**src/rtl/rsc_pkg.sv**
```systemverilog
// Package rsc_pkg
// Shared types for the ramp-sense classifier: the mode encoding and the
// packed result that passes from the decoder to the output register.
package rsc_pkg;

    typedef enum logic {
        SENSE_4L = 1'b0,
        SENSE_3L = 1'b1
    } sense_mode_e;

    typedef struct packed {
        logic [1:0] code;
        logic       mid;
    } sense_result_t;

    localparam logic [1:0] CODE_LOW_R  = 2'b11;
    localparam logic [1:0] CODE_MID_HI = 2'b10;
    localparam logic [1:0] CODE_MID_LO = 2'b01;
    localparam logic [1:0] CODE_HIGH_R = 2'b00;

endpackage

```
**src/rtl/rsc_ramp_timer.sv**
```systemverilog
// Module rsc_ramp_timer
// Owns the read interval. It accepts a start only when idle, latches the
// mode, counts cycles from 0 and flags the final count (the last deadline
// of the latched mode). Assumes the deadlines fit in CNT_W bits.
module rsc_ramp_timer
    import rsc_pkg::*;
#(
    parameter int CNT_W  = 8,
    parameter int LAST4  = 132,
    parameter int LAST3  = 24
) (
    input  logic             clk,
    input  logic             rst_n,
    input  logic             start,
    input  logic             mode,
    output logic             accept,
    output logic             busy,
    output logic [CNT_W-1:0] cnt,
    output sense_mode_e      mode_q,
    output logic             final_tick
);

    localparam logic [CNT_W-1:0] LAST4_C = CNT_W'(LAST4);
    localparam logic [CNT_W-1:0] LAST3_C = CNT_W'(LAST3);

    logic [CNT_W-1:0] last_cnt;

    // Select the final count for the latched mode.
    always_comb begin
        last_cnt = (mode_q == SENSE_3L) ? LAST3_C : LAST4_C;
    end

    assign accept     = start && !busy;
    assign final_tick = busy && (cnt == last_cnt);

    // Sequence the read: start when idle, count, stop at the final count.
    always_ff @(posedge clk) begin
        if (!rst_n) begin
            busy   <= 1'b0;
            cnt    <= '0;
            mode_q <= SENSE_4L;
        end else if (accept) begin
            busy   <= 1'b1;
            cnt    <= '0;
            mode_q <= sense_mode_e'(mode);
        end else if (busy) begin
            if (final_tick) begin
                busy <= 1'b0;
            end else begin
                cnt <= cnt + 1'b1;
            end
        end
    end

endmodule

```
**src/rtl/rsc_flag_capture.sv**
```systemverilog
// Module rsc_flag_capture
// Records the count of the first cycle in which the comparator flag is
// high during a read. Later pulses are ignored. A flag on the final count
// is not recorded, because it falls in the window after the last deadline.
module rsc_flag_capture #(
    parameter int CNT_W = 8
) (
    input  logic             clk,
    input  logic             rst_n,
    input  logic             arm,
    input  logic             sample_en,
    input  logic             flag,
    input  logic [CNT_W-1:0] cnt,
    output logic             hit,
    output logic [CNT_W-1:0] hit_t
);

    // Clear on a new read; latch the first flagged count.
    always_ff @(posedge clk) begin
        if (!rst_n) begin
            hit   <= 1'b0;
            hit_t <= '0;
        end else if (arm) begin
            hit   <= 1'b0;
            hit_t <= '0;
        end else if (sample_en && flag && !hit) begin
            hit   <= 1'b1;
            hit_t <= cnt;
        end
    end

endmodule

```
**src/rtl/rsc_level_decode.sv**
```systemverilog
// Module rsc_level_decode
// Combinational mapping from the captured arrival count to a cell value.
// A comparator bank per mode marks which deadlines the arrival has passed.
// An arrival on a deadline counts as past it. Assumes that the deadlines of
// each mode increase strictly.
module rsc_level_decode
    import rsc_pkg::*;
#(
    parameter int CNT_W = 8,
    parameter int ML_D1 = 5,
    parameter int ML_D2 = 11,
    parameter int ML_D3 = 132,
    parameter int TL_D1 = 5,
    parameter int TL_D2 = 24
) (
    input  logic             hit,
    input  logic [CNT_W-1:0] hit_t,
    input  sense_mode_e      mode,
    output sense_result_t    result
);

    localparam int N4 = 3;
    localparam int N3 = 2;
    localparam logic [CNT_W-1:0] DL4 [N4] = '{CNT_W'(ML_D1), CNT_W'(ML_D2), CNT_W'(ML_D3)};
    localparam logic [CNT_W-1:0] DL3 [N3] = '{CNT_W'(TL_D1), CNT_W'(TL_D2)};

    logic [N4-1:0] past4;
    logic [N3-1:0] past3;

    genvar g;
    generate
        for (g = 0; g < N4; g++) begin : g_cmp4
            assign past4[g] = (hit_t >= DL4[g]);
        end
        for (g = 0; g < N3; g++) begin : g_cmp3
            assign past3[g] = (hit_t >= DL3[g]);
        end
    endgenerate

    // Pick the window code for the active mode.
    always_comb begin
        result = '{code: CODE_HIGH_R, mid: 1'b0};
        if (mode == SENSE_4L) begin
            if (hit && !past4[2]) begin
                if (past4[1])      result.code = CODE_MID_LO;
                else if (past4[0]) result.code = CODE_MID_HI;
                else               result.code = CODE_LOW_R;
            end
        end else begin
            if (hit && !past3[1]) begin
                if (past3[0]) begin
                    result.code = CODE_MID_LO;
                    result.mid  = 1'b1;
                end else begin
                    result.code = CODE_LOW_R;
                end
            end
        end
    end

endmodule

```
**src/rtl/rsc_classifier.sv**
```systemverilog
// Module rsc_classifier (top)
// Ramp-sense timing level classifier. It times the first comparator flag
// of a read against mode-specific deadlines and registers the decoded value
// together with a one-cycle done strobe. Assumes rd_start is a pulse and that
// sense_flag is synchronous to clk.
module rsc_classifier
    import rsc_pkg::*;
#(
    parameter int ML_D1 = 5,
    parameter int ML_D2 = 11,
    parameter int ML_D3 = 132,
    parameter int TL_D1 = 5,
    parameter int TL_D2 = 24
) (
    input  logic       clk,
    input  logic       rst_n,
    input  logic       rd_start,
    input  logic       rd_mode,
    input  logic       sense_flag,
    output logic [1:0] rd_value,
    output logic       rd_mid,
    output logic       rd_done
);

    localparam int MAX_DL = (ML_D3 > TL_D2) ? ML_D3 : TL_D2;
    localparam int CNT_W  = $clog2(MAX_DL + 1) + 1;

    logic             accept;
    logic             busy;
    logic [CNT_W-1:0] cnt;
    sense_mode_e      mode_q;
    logic             final_tick;
    logic             hit;
    logic [CNT_W-1:0] hit_t;
    sense_result_t    result;

    rsc_ramp_timer #(
        .CNT_W (CNT_W),
        .LAST4 (ML_D3),
        .LAST3 (TL_D2)
    ) u_timer (
        .clk        (clk),
        .rst_n      (rst_n),
        .start      (rd_start),
        .mode       (rd_mode),
        .accept     (accept),
        .busy       (busy),
        .cnt        (cnt),
        .mode_q     (mode_q),
        .final_tick (final_tick)
    );

    rsc_flag_capture #(
        .CNT_W (CNT_W)
    ) u_capture (
        .clk       (clk),
        .rst_n     (rst_n),
        .arm       (accept),
        .sample_en (busy && !final_tick),
        .flag      (sense_flag),
        .cnt       (cnt),
        .hit       (hit),
        .hit_t     (hit_t)
    );

    rsc_level_decode #(
        .CNT_W (CNT_W),
        .ML_D1 (ML_D1),
        .ML_D2 (ML_D2),
        .ML_D3 (ML_D3),
        .TL_D1 (TL_D1),
        .TL_D2 (TL_D2)
    ) u_decode (
        .hit    (hit),
        .hit_t  (hit_t),
        .mode   (mode_q),
        .result (result)
    );

    // Register the result and pulse done when the read ends.
    always_ff @(posedge clk) begin
        if (!rst_n) begin
            rd_value <= 2'b00;
            rd_mid   <= 1'b0;
            rd_done  <= 1'b0;
        end else begin
            rd_done <= final_tick;
            if (final_tick) begin
                rd_value <= result.code;
                rd_mid   <= result.mid;
            end
        end
    end

endmodule

```
**config.mk**
```make
export PLATFORM = sky130hd
export DESIGN_NAME = rsc_classifier
export DESIGN_NICKNAME = d
export VERILOG_FILES = /design/src/rtl/rsc_pkg.sv /design/src/rtl/rsc_ramp_timer.sv /design/src/rtl/rsc_flag_capture.sv /design/src/rtl/rsc_level_decode.sv /design/src/rtl/rsc_classifier.sv
export SDC_FILE = /design/constraint.sdc
export NUM_CORES = 1
export LEC_CHECK = 0
export CORE_ASPECT_RATIO = 1.25
export CORE_MARGIN = 10
export CORE_UTILIZATION = 30
export CTS_CLUSTER_DIAMETER = 100
export CTS_CLUSTER_SIZE = 30
export DETAILED_ROUTE_END_ITERATION = 8
export DONT_BUFFER_PORTS = 1
export PLACE_DENSITY = 0.49
export SYNTH_ARGS = -nofsm -noshare
export SYNTH_HDL_FRONTEND = slang
export SYNTH_SLANG_ARGS = --single-unit
export TNS_END_PERCENT = 20
```
**constraint.sdc**
```tcl
create_clock -name clk -period 3.23 [get_ports clk]
set_input_delay 0.323 -clock clk [delete_from_list [all_inputs] [get_ports clk]]
set_output_delay 0.323 -clock clk [all_outputs]
set_load 0.05 [all_outputs]
```
Word level (Yosys, flattened, before mapping). Index checks and enable logic that the tools add are counted.

Add/sub/neg operators: 1. $mul: 0. Divide/modulo/power cells: 0. Order comparisons: 4. Eq/ne operators: 1. Shifts and indexed selects: 0. Muxes and demuxes: 12. Bitwise gates (word level): 2. Reduce and logical (&&, ||, !) cells: 14.

Operators by type and width (count): $add A9 B1 Y9 const B (1); $eq A9 B9 Y1 (1); $ge A9 B3 Y1 const B (1); $ge A9 B4 Y1 const B (1); $ge A9 B5 Y1 const B (1); $ge A9 B8 Y1 const B (1); $mux W2 (4); $mux W8 (1); $logic_and A1 B1 Y1 (7); $mux W1 (6); $logic_not A1 Y1 (5); $mux W3 (1); $not A1 Y1 (2); $reduce_and A2 Y1 (1); $reduce_or A2 Y1 (1).

Bits in registers: 25. Bits in latches: 0. Memory bits (writable): 0. Memory bits (read-only): 0. Input port bits: 5. Output and inout port bits: 4. Memories: 0.

Depth between registers and ports, before layout.
Depth in word-level cells: 7. Gate-level depth with buffers: 6. Mapped depth without buffers: 6.

By module. A second synthesis with hierarchy kept.

Cell total of the unflattened synthesis: 149. Area, all modules: 1372.6 um2.

Modules (own cells, without submodules): rsc_ramp_timer (times used 1, cells an instance 74, area each 621.8 um2); rsc_flag_capture (times used 1, cells an instance 44, area each 481.7 um2); rsc_classifier (times used 1, cells an instance 12, area each 145.1 um2); rsc_level_decode (times used 1, cells an instance 19, area each 123.9 um2).

Least setup slack after synthesis. OpenSTA, ideal clock, no wires.

Kind: register to register. Start: register u_timer.cnt[0]. End: register rd_value[0]. Setup time: 0.122 ns. Arrival time: 1.584 ns. Path slack: 1.524 ns. Cell stages (with the launch flop): 7. Period minus slack after synthesis: 1.706 ns. Cells stage by stage: dfxtp_1 -> inv_1 -> ha_1 -> nor4b_2 -> and2_1 -> nand2_1 -> o311a_1.

Word-level cells in the longest chain between the ends: 2.

RTL lines: from (decl) (line rsc_ramp_timer.sv:18) `output logic [CNT_W-1:0] cnt,`; from (signal assigned) (line rsc_ramp_timer.sv:50) `cnt <= cnt + 1'b1;`; $eq A9 B9 Y1 (line rsc_ramp_timer.sv:34) `assign final_tick = busy && (cnt == last_cnt);`; $logic_and A1 B1 Y1 (line rsc_ramp_timer.sv:34); to (signal assigned) (line rsc_classifier.sv:89) `rd_value <= result.code;`; to (decl) (line rsc_classifier.sv:20) `output logic [1:0] rd_value,`.

Every way passes these cells. A chain may end at the register's enable or synchronous reset.

Worst setup path in the final report.
Start: register u_timer.cnt[0]. End: register u_capture.hit_t[1].

Word-level cells in the longest chain between the ends: 6.

RTL lines: $eq A9 B9 Y1 (line rsc_ramp_timer.sv:34); $logic_and A1 B1 Y1 (line rsc_ramp_timer.sv:34); $logic_not A1 Y1 (line rsc_classifier.sv:59) `.sample_en (busy && !final_tick),`; $logic_and A1 B1 Y1 (line rsc_classifier.sv:59); $logic_and A1 B1 Y1 (2 in series) (line rsc_flag_capture.sv:26) `end else if (sample_en && flag && !hit) begin`; to (signal assigned) (line rsc_flag_capture.sv:28) `hit_t <= cnt;`; to (decl) (line rsc_flag_capture.sv:15) `output logic [CNT_W-1:0] hit_t`.

Every way passes these cells.

==> flow_metrics.py <==
metrics = {
    "outcome": {
        "outcome": "complete, no violations",
    },
    "place": {
        "dpl_worst_slack_ps": 1290,
        "hpwl_mm": 2.22,
        "place_congestion": 0.752,
        "placed_cell_area_um2": 1280,
        "port_buffers": 0,
    },
    "power": {
        "ir_drop_uv": 126,
        "cellLeakagePower_nw": 0.481,
        "powerDensity_nw_per_um2": 403,
    },
    "worst_setup_path": {
        "critPathLaunch": "u_timer.cnt[0]",
        "cp.required_ps": 3430,
        "r2r_end": "u_capture.hit_t[1]",
        "cp_data_arrival_time_ps": 2160,
        "endpoint": "u_capture.hit_t[1]",
        "reg2reg_setup_slack_ps": 1270,
        "end_kind": "register",
        "worstSetupPathType": "reg2reg",
        "cp_max_fo": 9,
        "r2r-start": "u_timer.cnt[0]",
        "ff2ff_path_depth": 6,
        "cp-start-kind": "register",
    },
    "clocking": {
        "cts_max_level": 1,
        "post_cts_buffers": 0,
        "cts_sinks": 25,
        "cts_resized": 0,
        "holdBufCountCts": 0,
        "clockBufferDepth": 2,
        "clock_latency_ps": 260,
        "cts-buffers-inserted": 3,
        "cts.root.buffer_cell": "clkbuf_8",
        "clkTransAtPathRegs_ps": 80,
        "tritoncts": "done",
    },
    "logic_synthesis": {
        "netlist_area_um2": 1230,
        "ys.flop_type": "dfxtp_1",
        "synth_compound_area_frac": 0.167,
        "synthMuxAreaShare": 0.0987,
        "yosysSeqAreaShare": 0.407,
        "synth_top_family_by_area": "simple AND/OR/NAND/NOR gates",
        "synth_fp_nets": 152,
        "synth.most_common_cell": "dfxtp_1",
        "synth_top_cells_by_count": "dfxtp_1 (25), nand2_1 (23), mux2i_1 (11), nor2_1 (10), o21ai_0 (9)",
        "syn_inst": 145,
        "yosys_warnings": 0,
        "synthSimpleGateAreaFrac": 0.249,
        "yosys.area.top_type": "dfxtp_1",
        "synth_edf_count": 0,
        "yosysTopAreaCellShare": 0.407,
        "synthXorXnorAreaFrac": 0.0214,
        "synth_async_sr_flop_share": 0,
        "ys_ff_latch": 25,
        "ys_top_cells_by_area": "dfxtp_1 (41%), mux2i_1 (9.0%), nand2_1 (7.0%), o21ai_0 (3.7%), a21oi_1 (3.3%)",
        "synth.distinct_cells": 38,
        "syn_avg_cell_area_um2": 8.48,
        "synth_adder_area_share": 0.0203,
    },
    "sta": {
        "period_needed_ps": 1960,
        "fin_ws_ps": 1270,
        "fin_setup_tns_ps": 0,
        "finalSetupViolations": 0,
        "fmax_mhz": 511,
        "finClkSkew_ps": 1.64,
        "slew-limit-headroom": 0.534,
        "grt_setup_unrepaired": "false",
        "slew_violations": 0,
        "period_share": 0.606,
        "hold_violations": 0,
        "tightest_slew_ps": 696,
    },
    "detailed_routing": {
        "vias": 998,
        "viasPerCell": 5.02,
        "drc_errors": 0,
        "wl_per_cell_um": 13.9,
        "wirelength_mm": 2.76,
        "first_pass_iters": 4,
        "postRouteAntennaNets": 0,
        "drt-initial-drc-count": 63,
    },
    "floorplanning": {
        "row_count": 25,
        "chipHeight_um": 91.6,
        "die_w_um": 77.3,
        "core_um2": 3880,
        "io_pins": 9,
        "start_util": 0.317,
        "dieArea_um2": 7080,
    },
    "cells_and_area": {
        "syn_to_final_growth_pct": 7.93,
        "final_nets": 153,
        "fin_util": 0.342,
        "drive_above_1_share": 0.0552,
        "diodes": 0,
        "design_area_um2": 1330,
    },
    "grt": {
        "grt_pass1_vias": 949,
        "antenna_found_initial": 0,
        "grt_use_total": 0.0800,
        "overflow": 0,
        "grt_pass1_wl_mm": 4.57,
        "grt_start_max_net_pins": 22,
    },
    "min_path": {
        "hold_path_class": "in2reg",
    },
    "job": {
        "cap_violations": 0,
    },
}
[routing by layer]
layer  part of all wire  vias to the layer above  wire length, µm  global-route usage
met3              0.046                        4              127              0.0237
met2               0.50                       14             1390               0.145
met1               0.44                      464             1200              0.0820
li1                   -                      516                -                   -
met4              0.013                        0               35              0.0366
met5                  0                        -                0                   0
[logic make-up after synthesis]
kind of cell | after synthesis
AOI/OAI and AO/OA | 31
xor gates and xnor gates | 3
adders and majority gates | 2
buffers and inverters | 12
DFF | 25
muxes | 12
and+or+nand+nor | 60
[final cells by class]
cell class / count / area [µm²]
Clock buffer: 4 / 45.0
Fill cell: 429 / 2550
Inverter: 8 / 30.0
Multi-Input combinational cell: 108 / 684
Sequential cell: 25 / 500
Tap cell: 54 / 67.6
[worst min path at each step]
| stage | start | end | slack [ps] | cells past startpoint |
|---|---|---|---|---|
| after global routing | rst_n | rd_value[0] | 170 | 1 |
| after CTS | rst_n | rd_value[0] | 170 | 1 |
| after global placement | rst_n | rd_value[0] | 460 | 1 |
| after detailed placement | rst_n | rd_value[0] | 460 | 1 |
| after floorplan | u_capture.hit_t[1] | u_capture.hit_t[1] | 440 | 2 |
| final | rst_n | rd_value[0] | 180 | 1 |
[metrics by stage]
stage | std cells | hold slack [ps] | total power (W)
6_report | 199 | 179 | 0.000534
5_1_grt | 199 | 170 | 0.000559
4_1_cts | 199 | 173 | 0.000542
3_5_place_dp | 195 | 463 | 0.000358
3_3_place_gp | 195 | 457 | 0.000358
2_1_floorplan | 145 | 441 | 0.000351
[power by group]
part	internal, W	leakage (nW)	total [W]	switching [W]
sequential	0.000312	0.202	0.000317	0.00000552
combinational	0.0000111	0.256	0.0000336	0.0000225
clock	0.0000882	0.0228	0.000184	0.0000954
total	0.000411	0.481	0.000534	0.000123
[cells in the final DEF (no fill, tap or decap), types with 2 or more instances in the layout]
| master | instances |
|---|---|
| a2111oi_0 | 2 |
| a21boi_0 | 2 |
| a21oi_1 | 8 |
| a311oi_1 | 2 |
| and2_1 | 3 |
| clkbuf_8 | 3 |
| dfxtp_1 | 25 |
| ha_1 | 2 |
| inv_1 | 8 |
| mux2i_1 | 11 |
| nand2_1 | 23 |
| nand2b_1 | 3 |
| nand3_1 | 4 |
| nand4_1 | 3 |
| nor2_1 | 10 |
| nor3_1 | 3 |
| o21ai_0 | 9 |
| or3_1 | 2 |
| xnor2_1 | 3 |
[registers in the layout, summed over array words and instances, names as in the netlist]
name,cells
u_timer.cnt,9
rd_done,1
rd_mid,1
u_capture.hit,1
u_timer.busy,1
u_capture.hit_t,9
u_timer.mode_q,1
rd_value,2
[critical path, cell delays in order, from the launching register on]
cell and delay (ps):
dfxtp_1 350, inv_1 90, ha_1 130, nor4b_2 570
inv_1 180, o21ai_2 360, mux2i_1 220
Note: power is estimated with default switching activity, not from simulation.
